### src/rtl/obp_pkg.sv
package obp_pkg;

    typedef enum logic [1:0] {
        CTR_SNT = 2'd0,
        CTR_WNT = 2'd1,
        CTR_WT  = 2'd2,
        CTR_ST  = 2'd3
    } ctr_t;

    localparam ctr_t CTR_INIT = CTR_WNT;

    function automatic ctr_t ctr_next(input ctr_t c, input logic taken);
        ctr_t n;
        n = c;
        if (taken && c != CTR_ST)
            n = ctr_t'(c + 2'd1);
        else if (!taken && c != CTR_SNT)
            n = ctr_t'(c - 2'd1);
        return n;
    endfunction

    function automatic logic ctr_taken(input ctr_t c);
        return c[1];
    endfunction

endpackage

### src/rtl/obp_bimodal.sv
module obp_bimodal
    import obp_pkg::*;
#(
    parameter int IDX_W = 4
) (
    input  logic             clk,
    input  logic             rst,
    input  logic [IDX_W-1:0] rd_idx,
    output logic             rd_taken,
    input  logic             upd_en,
    input  logic [IDX_W-1:0] upd_idx,
    input  logic             upd_taken
);
    localparam int ENTRIES = 1 << IDX_W;

    ctr_t ctr_q [ENTRIES];

    assign rd_taken = ctr_taken(ctr_q[rd_idx]);

    always_ff @(posedge clk) begin
        if (rst) begin
            for (int i = 0; i < ENTRIES; i++) ctr_q[i] <= CTR_INIT;
        end else if (upd_en) begin
            ctr_q[upd_idx] <= ctr_next(ctr_q[upd_idx], upd_taken);
        end
    end

    AST_BIM_SAT_LO: assert property (@(posedge clk) disable iff (rst)
        (upd_en && !upd_taken && ctr_q[upd_idx] == CTR_SNT) |=> ctr_q[$past(upd_idx)] == CTR_SNT);

endmodule

### src/rtl/obp_fast_cache.sv
module obp_fast_cache
    import obp_pkg::*;
#(
    parameter int SET_W = 3,
    parameter int TAG_W = 3
) (
    input  logic             clk,
    input  logic             rst,
    input  logic [SET_W-1:0] rd_set,
    input  logic [TAG_W-1:0] rd_tag,
    output logic             rd_hit,
    output logic             rd_taken,
    input  logic             wr_en,
    input  logic [SET_W-1:0] wr_set,
    input  logic [TAG_W-1:0] wr_tag,
    input  ctr_t             wr_ctr
);
    localparam int SETS = 1 << SET_W;

    typedef struct packed {
        logic             vld;
        logic [TAG_W-1:0] tag;
        ctr_t             ctr;
    } line_t;

    line_t line_q [SETS];

    assign rd_hit   = line_q[rd_set].vld && (line_q[rd_set].tag == rd_tag);
    assign rd_taken = ctr_taken(line_q[rd_set].ctr);

    always_ff @(posedge clk) begin
        if (rst) begin
            for (int i = 0; i < SETS; i++) line_q[i] <= '{vld: 1'b0, tag: '0, ctr: CTR_INIT};
        end else if (wr_en) begin
            line_q[wr_set] <= '{vld: 1'b1, tag: wr_tag, ctr: wr_ctr};
        end
    end

    AST_FILL_HITS: assert property (@(posedge clk) disable iff (rst)
        wr_en |=> (line_q[$past(wr_set)].vld && line_q[$past(wr_set)].tag == $past(wr_tag)
                   && line_q[$past(wr_set)].ctr == $past(wr_ctr)));

endmodule

### src/rtl/obp_slow_pht.sv
module obp_slow_pht
    import obp_pkg::*;
#(
    parameter int IDX_W = 6,
    parameter int SEQ_W = 4
) (
    input  logic             clk,
    input  logic             rst,
    input  logic             flush,
    input  logic             in_vld,
    input  logic [IDX_W-1:0] in_idx,
    input  logic [SEQ_W-1:0] in_seq,
    input  logic             in_fpred,
    input  logic             upd_en,
    input  logic [IDX_W-1:0] upd_idx,
    input  logic             upd_taken,
    output ctr_t             fill_ctr,
    output logic             out_valid,
    output logic             out_pred,
    output logic [SEQ_W-1:0] out_seq,
    output logic             out_fpred
);
    localparam int ENTRIES = 1 << IDX_W;

    typedef struct packed {
        logic             vld;
        logic [IDX_W-1:0] idx;
        logic [SEQ_W-1:0] seq;
        logic             fpred;
    } addr_stage_t;

    typedef struct packed {
        logic             vld;
        logic             pred;
        logic [SEQ_W-1:0] seq;
        logic             fpred;
    } res_stage_t;

    ctr_t        pht_q [ENTRIES];
    addr_stage_t s1_q;
    res_stage_t  s2_q, s3_q;

    assign fill_ctr = ctr_next(pht_q[upd_idx], upd_taken);

    always_ff @(posedge clk) begin
        if (rst) begin
            for (int i = 0; i < ENTRIES; i++) pht_q[i] <= CTR_INIT;
        end else if (upd_en) begin
            pht_q[upd_idx] <= fill_ctr;
        end
    end

    always_ff @(posedge clk) begin
        if (rst || flush) begin
            s1_q <= '0;
            s2_q <= '0;
            s3_q <= '0;
        end else begin
            s1_q <= '{vld: in_vld, idx: in_idx, seq: in_seq, fpred: in_fpred};
            s2_q <= '{vld: s1_q.vld, pred: ctr_taken(pht_q[s1_q.idx]),
                      seq: s1_q.seq, fpred: s1_q.fpred};
            s3_q <= s2_q;
        end
    end

    assign out_valid = s3_q.vld;
    assign out_pred  = s3_q.pred;
    assign out_seq   = s3_q.seq;
    assign out_fpred = s3_q.fpred;

    AST_SLOW_LATENCY: assert property (@(posedge clk) disable iff (rst)
        out_valid |-> ($past(in_vld, 3) && out_seq == $past(in_seq, 3)));
    AST_PHT_SAT_HI: assert property (@(posedge clk) disable iff (rst)
        (upd_en && upd_taken && pht_q[upd_idx] == CTR_ST) |=> pht_q[$past(upd_idx)] == CTR_ST);
    AST_PHT_SAT_LO: assert property (@(posedge clk) disable iff (rst)
        (upd_en && !upd_taken && pht_q[upd_idx] == CTR_SNT) |=> pht_q[$past(upd_idx)] == CTR_SNT);

endmodule

### src/rtl/override_bpred.sv
module override_bpred
    import obp_pkg::*;
#(
    parameter int PC_W      = 12,
    parameter int HIST_W    = 8,
    parameter int PHT_IDX_W = 6,
    parameter int SET_W     = 3,
    parameter int BIM_IDX_W = 4,
    parameter int SEQ_W     = 4
) (
    input  logic              clk,
    input  logic              rst,
    input  logic              lk_valid,
    input  logic [PC_W-1:0]   lk_pc,
    input  logic [HIST_W-1:0] lk_hist,
    input  logic [SEQ_W-1:0]  lk_seq,
    input  logic              flush,
    input  logic              upd_valid,
    input  logic [PC_W-1:0]   upd_pc,
    input  logic [HIST_W-1:0] upd_hist,
    input  logic              upd_taken,
    output logic              fast_valid,
    output logic              fast_pred,
    output logic              fast_hit,
    output logic [SEQ_W-1:0]  fast_seq,
    output logic              slow_valid,
    output logic              slow_pred,
    output logic [SEQ_W-1:0]  slow_seq,
    output logic              override
);
    localparam int TAG_W = PHT_IDX_W - SET_W;

    logic [PHT_IDX_W-1:0] lk_idx, upd_idx;
    logic [BIM_IDX_W-1:0] lk_bidx, upd_bidx;

    always_comb begin
        lk_idx   = '0;
        upd_idx  = '0;
        lk_bidx  = '0;
        upd_bidx = '0;
        for (int i = 0; i < PC_W; i++) begin
            lk_idx[i % PHT_IDX_W]   ^= lk_pc[i];
            upd_idx[i % PHT_IDX_W]  ^= upd_pc[i];
            lk_bidx[i % BIM_IDX_W]  ^= lk_pc[i];
            upd_bidx[i % BIM_IDX_W] ^= upd_pc[i];
        end
        for (int i = 0; i < HIST_W; i++) begin
            lk_idx[i % PHT_IDX_W]  ^= lk_hist[i];
            upd_idx[i % PHT_IDX_W] ^= upd_hist[i];
        end
    end

    logic accept;
    assign accept = lk_valid && !flush;

    logic cache_hit, cache_taken, bim_taken, fast_now;
    ctr_t fill_ctr;
    logic slow_fpred;

    obp_bimodal #(.IDX_W(BIM_IDX_W)) u_bim (
        .clk       (clk),
        .rst       (rst),
        .rd_idx    (lk_bidx),
        .rd_taken  (bim_taken),
        .upd_en    (upd_valid),
        .upd_idx   (upd_bidx),
        .upd_taken (upd_taken)
    );

    obp_fast_cache #(.SET_W(SET_W), .TAG_W(TAG_W)) u_cache (
        .clk      (clk),
        .rst      (rst),
        .rd_set   (lk_idx[SET_W-1:0]),
        .rd_tag   (lk_idx[PHT_IDX_W-1:SET_W]),
        .rd_hit   (cache_hit),
        .rd_taken (cache_taken),
        .wr_en    (upd_valid),
        .wr_set   (upd_idx[SET_W-1:0]),
        .wr_tag   (upd_idx[PHT_IDX_W-1:SET_W]),
        .wr_ctr   (fill_ctr)
    );

    assign fast_now = cache_hit ? cache_taken : bim_taken;

    obp_slow_pht #(.IDX_W(PHT_IDX_W), .SEQ_W(SEQ_W)) u_slow (
        .clk       (clk),
        .rst       (rst),
        .flush     (flush),
        .in_vld    (accept),
        .in_idx    (lk_idx),
        .in_seq    (lk_seq),
        .in_fpred  (fast_now),
        .upd_en    (upd_valid),
        .upd_idx   (upd_idx),
        .upd_taken (upd_taken),
        .fill_ctr  (fill_ctr),
        .out_valid (slow_valid),
        .out_pred  (slow_pred),
        .out_seq   (slow_seq),
        .out_fpred (slow_fpred)
    );

    always_ff @(posedge clk) begin
        if (rst) begin
            fast_valid <= 1'b0;
            fast_pred  <= 1'b0;
            fast_hit   <= 1'b0;
            fast_seq   <= '0;
        end else begin
            fast_valid <= accept;
            fast_pred  <= fast_now;
            fast_hit   <= cache_hit;
            fast_seq   <= lk_seq;
        end
    end

    assign override = slow_valid && (slow_pred != slow_fpred);

    AST_FAST_FOLLOWS: assert property (@(posedge clk) disable iff (rst)
        accept |=> (fast_valid && fast_seq == $past(lk_seq)));
    AST_FLUSH_KILLS: assert property (@(posedge clk) disable iff (rst)
        flush |=> (!slow_valid && !fast_valid && !override));

endmodule

### config.mk
export PLATFORM = sky130hd
export DESIGN_NAME = override_bpred
export DESIGN_NICKNAME = d
export VERILOG_FILES = /design/src/rtl/obp_pkg.sv /design/src/rtl/obp_bimodal.sv /design/src/rtl/obp_fast_cache.sv /design/src/rtl/obp_slow_pht.sv /design/src/rtl/override_bpred.sv
export SDC_FILE = /design/constraint.sdc
export NUM_CORES = 1
export LEC_CHECK = 0
export ABC_AREA = 1
export CORE_ASPECT_RATIO = 0.8
export CORE_MARGIN = 1.5
export CORE_UTILIZATION = 35
export DETAILED_ROUTE_END_ITERATION = 7
export PLACE_DENSITY = 0.62
export SLEW_MARGIN = 25
export SYNTH_ARGS = -nofsm -noshare
export SYNTH_HDL_FRONTEND = slang
export SYNTH_SLANG_ARGS = --single-unit
### constraint.sdc
create_clock -name clk -period 6.9 [get_ports clk]
set_input_delay 1.38 -clock clk [delete_from_list [all_inputs] [get_ports clk]]
set_output_delay 1.38 -clock clk [all_outputs]
set_load 0.1 [all_outputs]
==> key figures <==
Setup path
  – Critical-path top delay cell: clkdlybuf4s50_1
  – Worst setup SP type: input pin
  – Cell Chain, Critical Path: clkdlybuf4s50_1 > nor2_1 > nor2_2 > nand2_4 > nand2_4 > buf_4 > nand2_1 > o211ai_1 > nand3_1 > o21ai_1 > nand2_1 > nor2_4 > nand2_4 > inv_1 > ha_1 > nor2_1 > nor2_1 > inv_1 > nand3_4 > buf_12 > nand3_1
  – R2R depth: 16
  – Worst r2r src: u_slow.pht_q[10][0]
  – Peak per-stage delay on the critical path: 0.55 ns
  – Worst EP required: 7.17 ns
  – Crit. End Element: register
  – Crit-path max FO: 45
  – Crit Path Class: input pin to register
  – Reg2Reg Setup Slack: 3.76 ns
  – CP arrival: 5.66 ns
  – RR Endpoint: u_slow.pht_q[4][0]

Power and ir drop
  – VDD IR max: between 0.15 and 0.2 mV
  – Net Sw Frac: 33.4%
  – Pleak: 5.77 nW
  – Power Internal: roughly 0.0027 W
  – Sequential Power Share: 39.9%
  – Comb pwr share: 24.2%
  – Power density cells: 275 nW/um^2
  – Clock network fraction of design power: about 36%
  – P_sw: 0.00134 W

Logic synthesis
  – Average size of a mapped cell: between 7 and 8 sq um
  – #FFs+latches synth: roughly 230
  – Post-synth top area share: 45.1%
  – Cell count after synthesis: roughly 1,600
  – Register area share after synthesis: between 50% and 60%
  – Syn nets: between 1,500 and 2,000
  – Async SR Flop Fraction: 0%
  – Ys Warns: 0
  – Number of flops mapped to enable cells by yosys: 192
  – Leading area contributor after synthesis: edfxtp_1
  – Synth cell types: 37
  – Top FF cell, synth: edfxtp_1
  – Mapped cell area: 12,800 sq um
  – Leading post-synthesis cells by cell area: edfxtp_1, nand2_1, nor2_1

Final layout
  – Net count reported at finish: 1,711
  – Antenna cells: 0
  – Most frequent cells in the layout: nand2_1, nor2_1, inv_1
  – Non-filler cells, final: 2,157
  – Share of layout cells above drive strength 1: ~5.1%
  – Most common cell after layout, fill and taps aside: nand2_1
  – Layout area overhead: 14.4%

Route
  – WL final: ~36,000 um
  – Drt pass-1 iters: 5
  – WL/cell: 16.8 um
  – Via count: 10,900
  – DRC: 0
  – Number of routed nets with antenna violations: 0
  – Initial DRC count: 1,210
  – Vias per inst: 5.06

Global routing
  – First-pass GRT wire length: 56,800 um
  – GRT Total Usage: 19.2%
  – Vias in the first global route: 10,400
  – Initial antenna violation count: 0
  – Largest net degree at the start of global routing: 78
  – GRT overflow: 0

Timing
  – Fin. Hold Viols: 0
  – Clk_skew: about 0.018 ns
  – Total negative slack: 0 ns
  – Final Cycle Share: 78.1%
  – Worst setup margin: 1.51 ns
  – Slew @ Worst Pin: 1.02 ns
  – Relative slew slack: 31.9%
  – RSZ-0062 raised after global routing: no
  – Finish-stage setup viols: 0
  – Crit path time final: 5.39 ns
  – Final Max Tran Viols: 0
  – Fmax: 0.186 GHz

Clock tree
  – Clock Root Buffer: clkbuf_16
  – Insertion delay to the later sink of the worst-skew pair: 0.55 ns
  – Hold-fix buffers, CTS: 0
  – Setup bufs post-CTS: 0
  – Clk slew on worst S/H paths: 0.06 ns
  – Num CTS Buffers: 26
  – CTS Buffer Depth: 3
  – TritonCTS clock tree: built
  – H-tree depth: 1
  – CTS Sinks: 233
  – Post_cts resized: 0

Floorplanning
  – Die Span Y: around 170 um
  – Die X: roughly 220 um
  – Ports: 64
  – Starting density of the core: between 30% and 40%
  – CORE AREA: 35,900 sq um
  – Die ar.: ~38,000 sq um
  – Num rows: 62

Place
  – Final HPWL DP: 24,900 um
  – DP Worst Slack: 0.974 ns
  – Port bufs: 63
  – Post-placement cell count: 2,109
  – Placer congestion estimate: approximately 0.94

Worst hold path
  – Hold/Removal Path Class: register to register
  – Hold Crit Depth: 2
  – Hold path start: u_slow.s1_q[3]
  – Hold endpoint: u_slow.s2_q[3]

Flow run
  – Max cap viols: 0

Run status
  – Status: complete, no violations
==> cell usage after synthesis, types with 2 or more instances <==
| master | instances |
|---|---|
| nand2_1 | 430 |
| nor2_1 | 315 |
| inv_1 | 207 |
| edfxtp_1 | 192 |
| nand3_1 | 148 |
| o21ai_0 | 58 |
| dfxtp_1 | 41 |
| clkbuf_1 | 31 |
| a21oi_1 | 27 |
| xor2_1 | 26 |
| buf_2 | 21 |
| o21ai_1 | 17 |
| nand3b_1 | 15 |
| xnor2_1 | 12 |
| buf_4 | 11 |
| buf_6 | 10 |
| o211ai_1 | 9 |
| o221ai_1 | 8 |
| inv_2 | 6 |
| o22ai_1 | 6 |
| nand2_2 | 5 |
| ha_1 | 4 |
| nand2_4 | 4 |
| clkinv_1 | 3 |
| nand3_2 | 2 |
| nand4_1 | 2 |
| nand4_2 | 2 |
| nor2_2 | 2 |
| nor2_4 | 2 |
==> metal layers <==
metal	wire length, um	up-vias	global-route usage, %
li1	-	5245	-
met4	990	0	5.93
met3	3840	81	5.11
met5	0	-	0
met2	15200	516	28.5
met1	16200	5067	27.3
==> metrics by stage <==
| stage | utilization, % | power, W | hold WS [ns] | instance area [sq um] |
|---|---|---|---|---|
| after floorplan | - | 0.00233 | 0.394 | 12800 |
| after global placement | 38.2 | 0.00258 | 0.395 | 13700 |
| after detailed placement | 38.2 | 0.00259 | 0.398 | 13700 |
| after CTS | 40.7 | 0.00402 | 0.402 | 14600 |
| after global routing | 40.7 | 0.00417 | 0.418 | 14600 |
| final | 40.7 | 0.00401 | 0.398 | 14600 |
==> cell type report <==
| type | instances | area, sq um |
|---|---|---|
| Multi-Input combinational cell | 1101 | 4960 |
| Clock inverter | 15 | 161 |
| Tap cell | 480 | 601 |
| Sequential cell | 233 | 6590 |
| Clock buffer | 33 | 718 |
| Fill cell | 3646 | 21300 |
| Timing Repair Buffer | 79 | 776 |
| Inverter | 216 | 811 |
==> state kept, by name, indices dropped and copies added (netlist names), 4 cells and up <==
name	flops
u_slow.s2_q	7
fast_seq	4
u_slow.out_seq	4
u_slow.s1_q	12
u_slow.pht_q	128
u_bim.ctr_q	32
u_cache.line_q	40
==> worst max-delay path by stage <==
stage / from / endpoint / slack [ns] / cells after the start
6_report: upd_pc[0] / u_slow.pht_q[4][0] / 1.51 / 21
5_1_grt: upd_pc[0] / u_slow.pht_q[10][1] / 1.19 / 25
4_1_cts: upd_pc[0] / u_slow.pht_q[60][0] / 1.54 / 21
3_5_place_dp: upd_pc[0] / u_slow.pht_q[63][0] / 0.97 / 21
3_3_place_gp: upd_pc[0] / u_slow.pht_q[21][0] / 1.06 / 21
2_1_floorplan: upd_pc[0] / u_slow.pht_q[0][0] / 2.90 / 21
==> cells by family (layout without fill, tap and decap cells) <==
logic type | after synthesis | in the layout | share of synthesized area, %
AND/OR/NAND/NOR | 930 | 930 | 30.2
buffers and inverters | 290 | 343 | 9.63
flip-flops | 233 | 233 | 51.5
AO/OA/AOI/OAI | 129 | 129 | 5.60
XOR/XNOR | 38 | 38 | 2.60
adder cells (fa/ha/maj) | 4 | 4 | 0.392
==> worst max-delay path, delay by kind of cell <==
kind | cells | cell delay [ns]
buffers and inverters | 5 | 1.56
AO/OA/AOI/OAI | 2 | 0.30
adder cells (fa/ha/maj) | 1 | 0.13
AND/OR/NAND/NOR | 13 | 2.23
==> power groups by stage <==
stage	registers (W)	clock network, W	logic, W
3_5_place_dp	0.00163	0	0.000957
5_1_grt	0.00161	0.00151	0.00106
4_1_cts	0.00160	0.00146	0.000961
6_report	0.00160	0.00144	0.000971
3_3_place_gp	0.00163	0	0.000946
2_1_floorplan	0.00165	0	0.000685
Note: power is estimated with default switching activity, not from simulation.
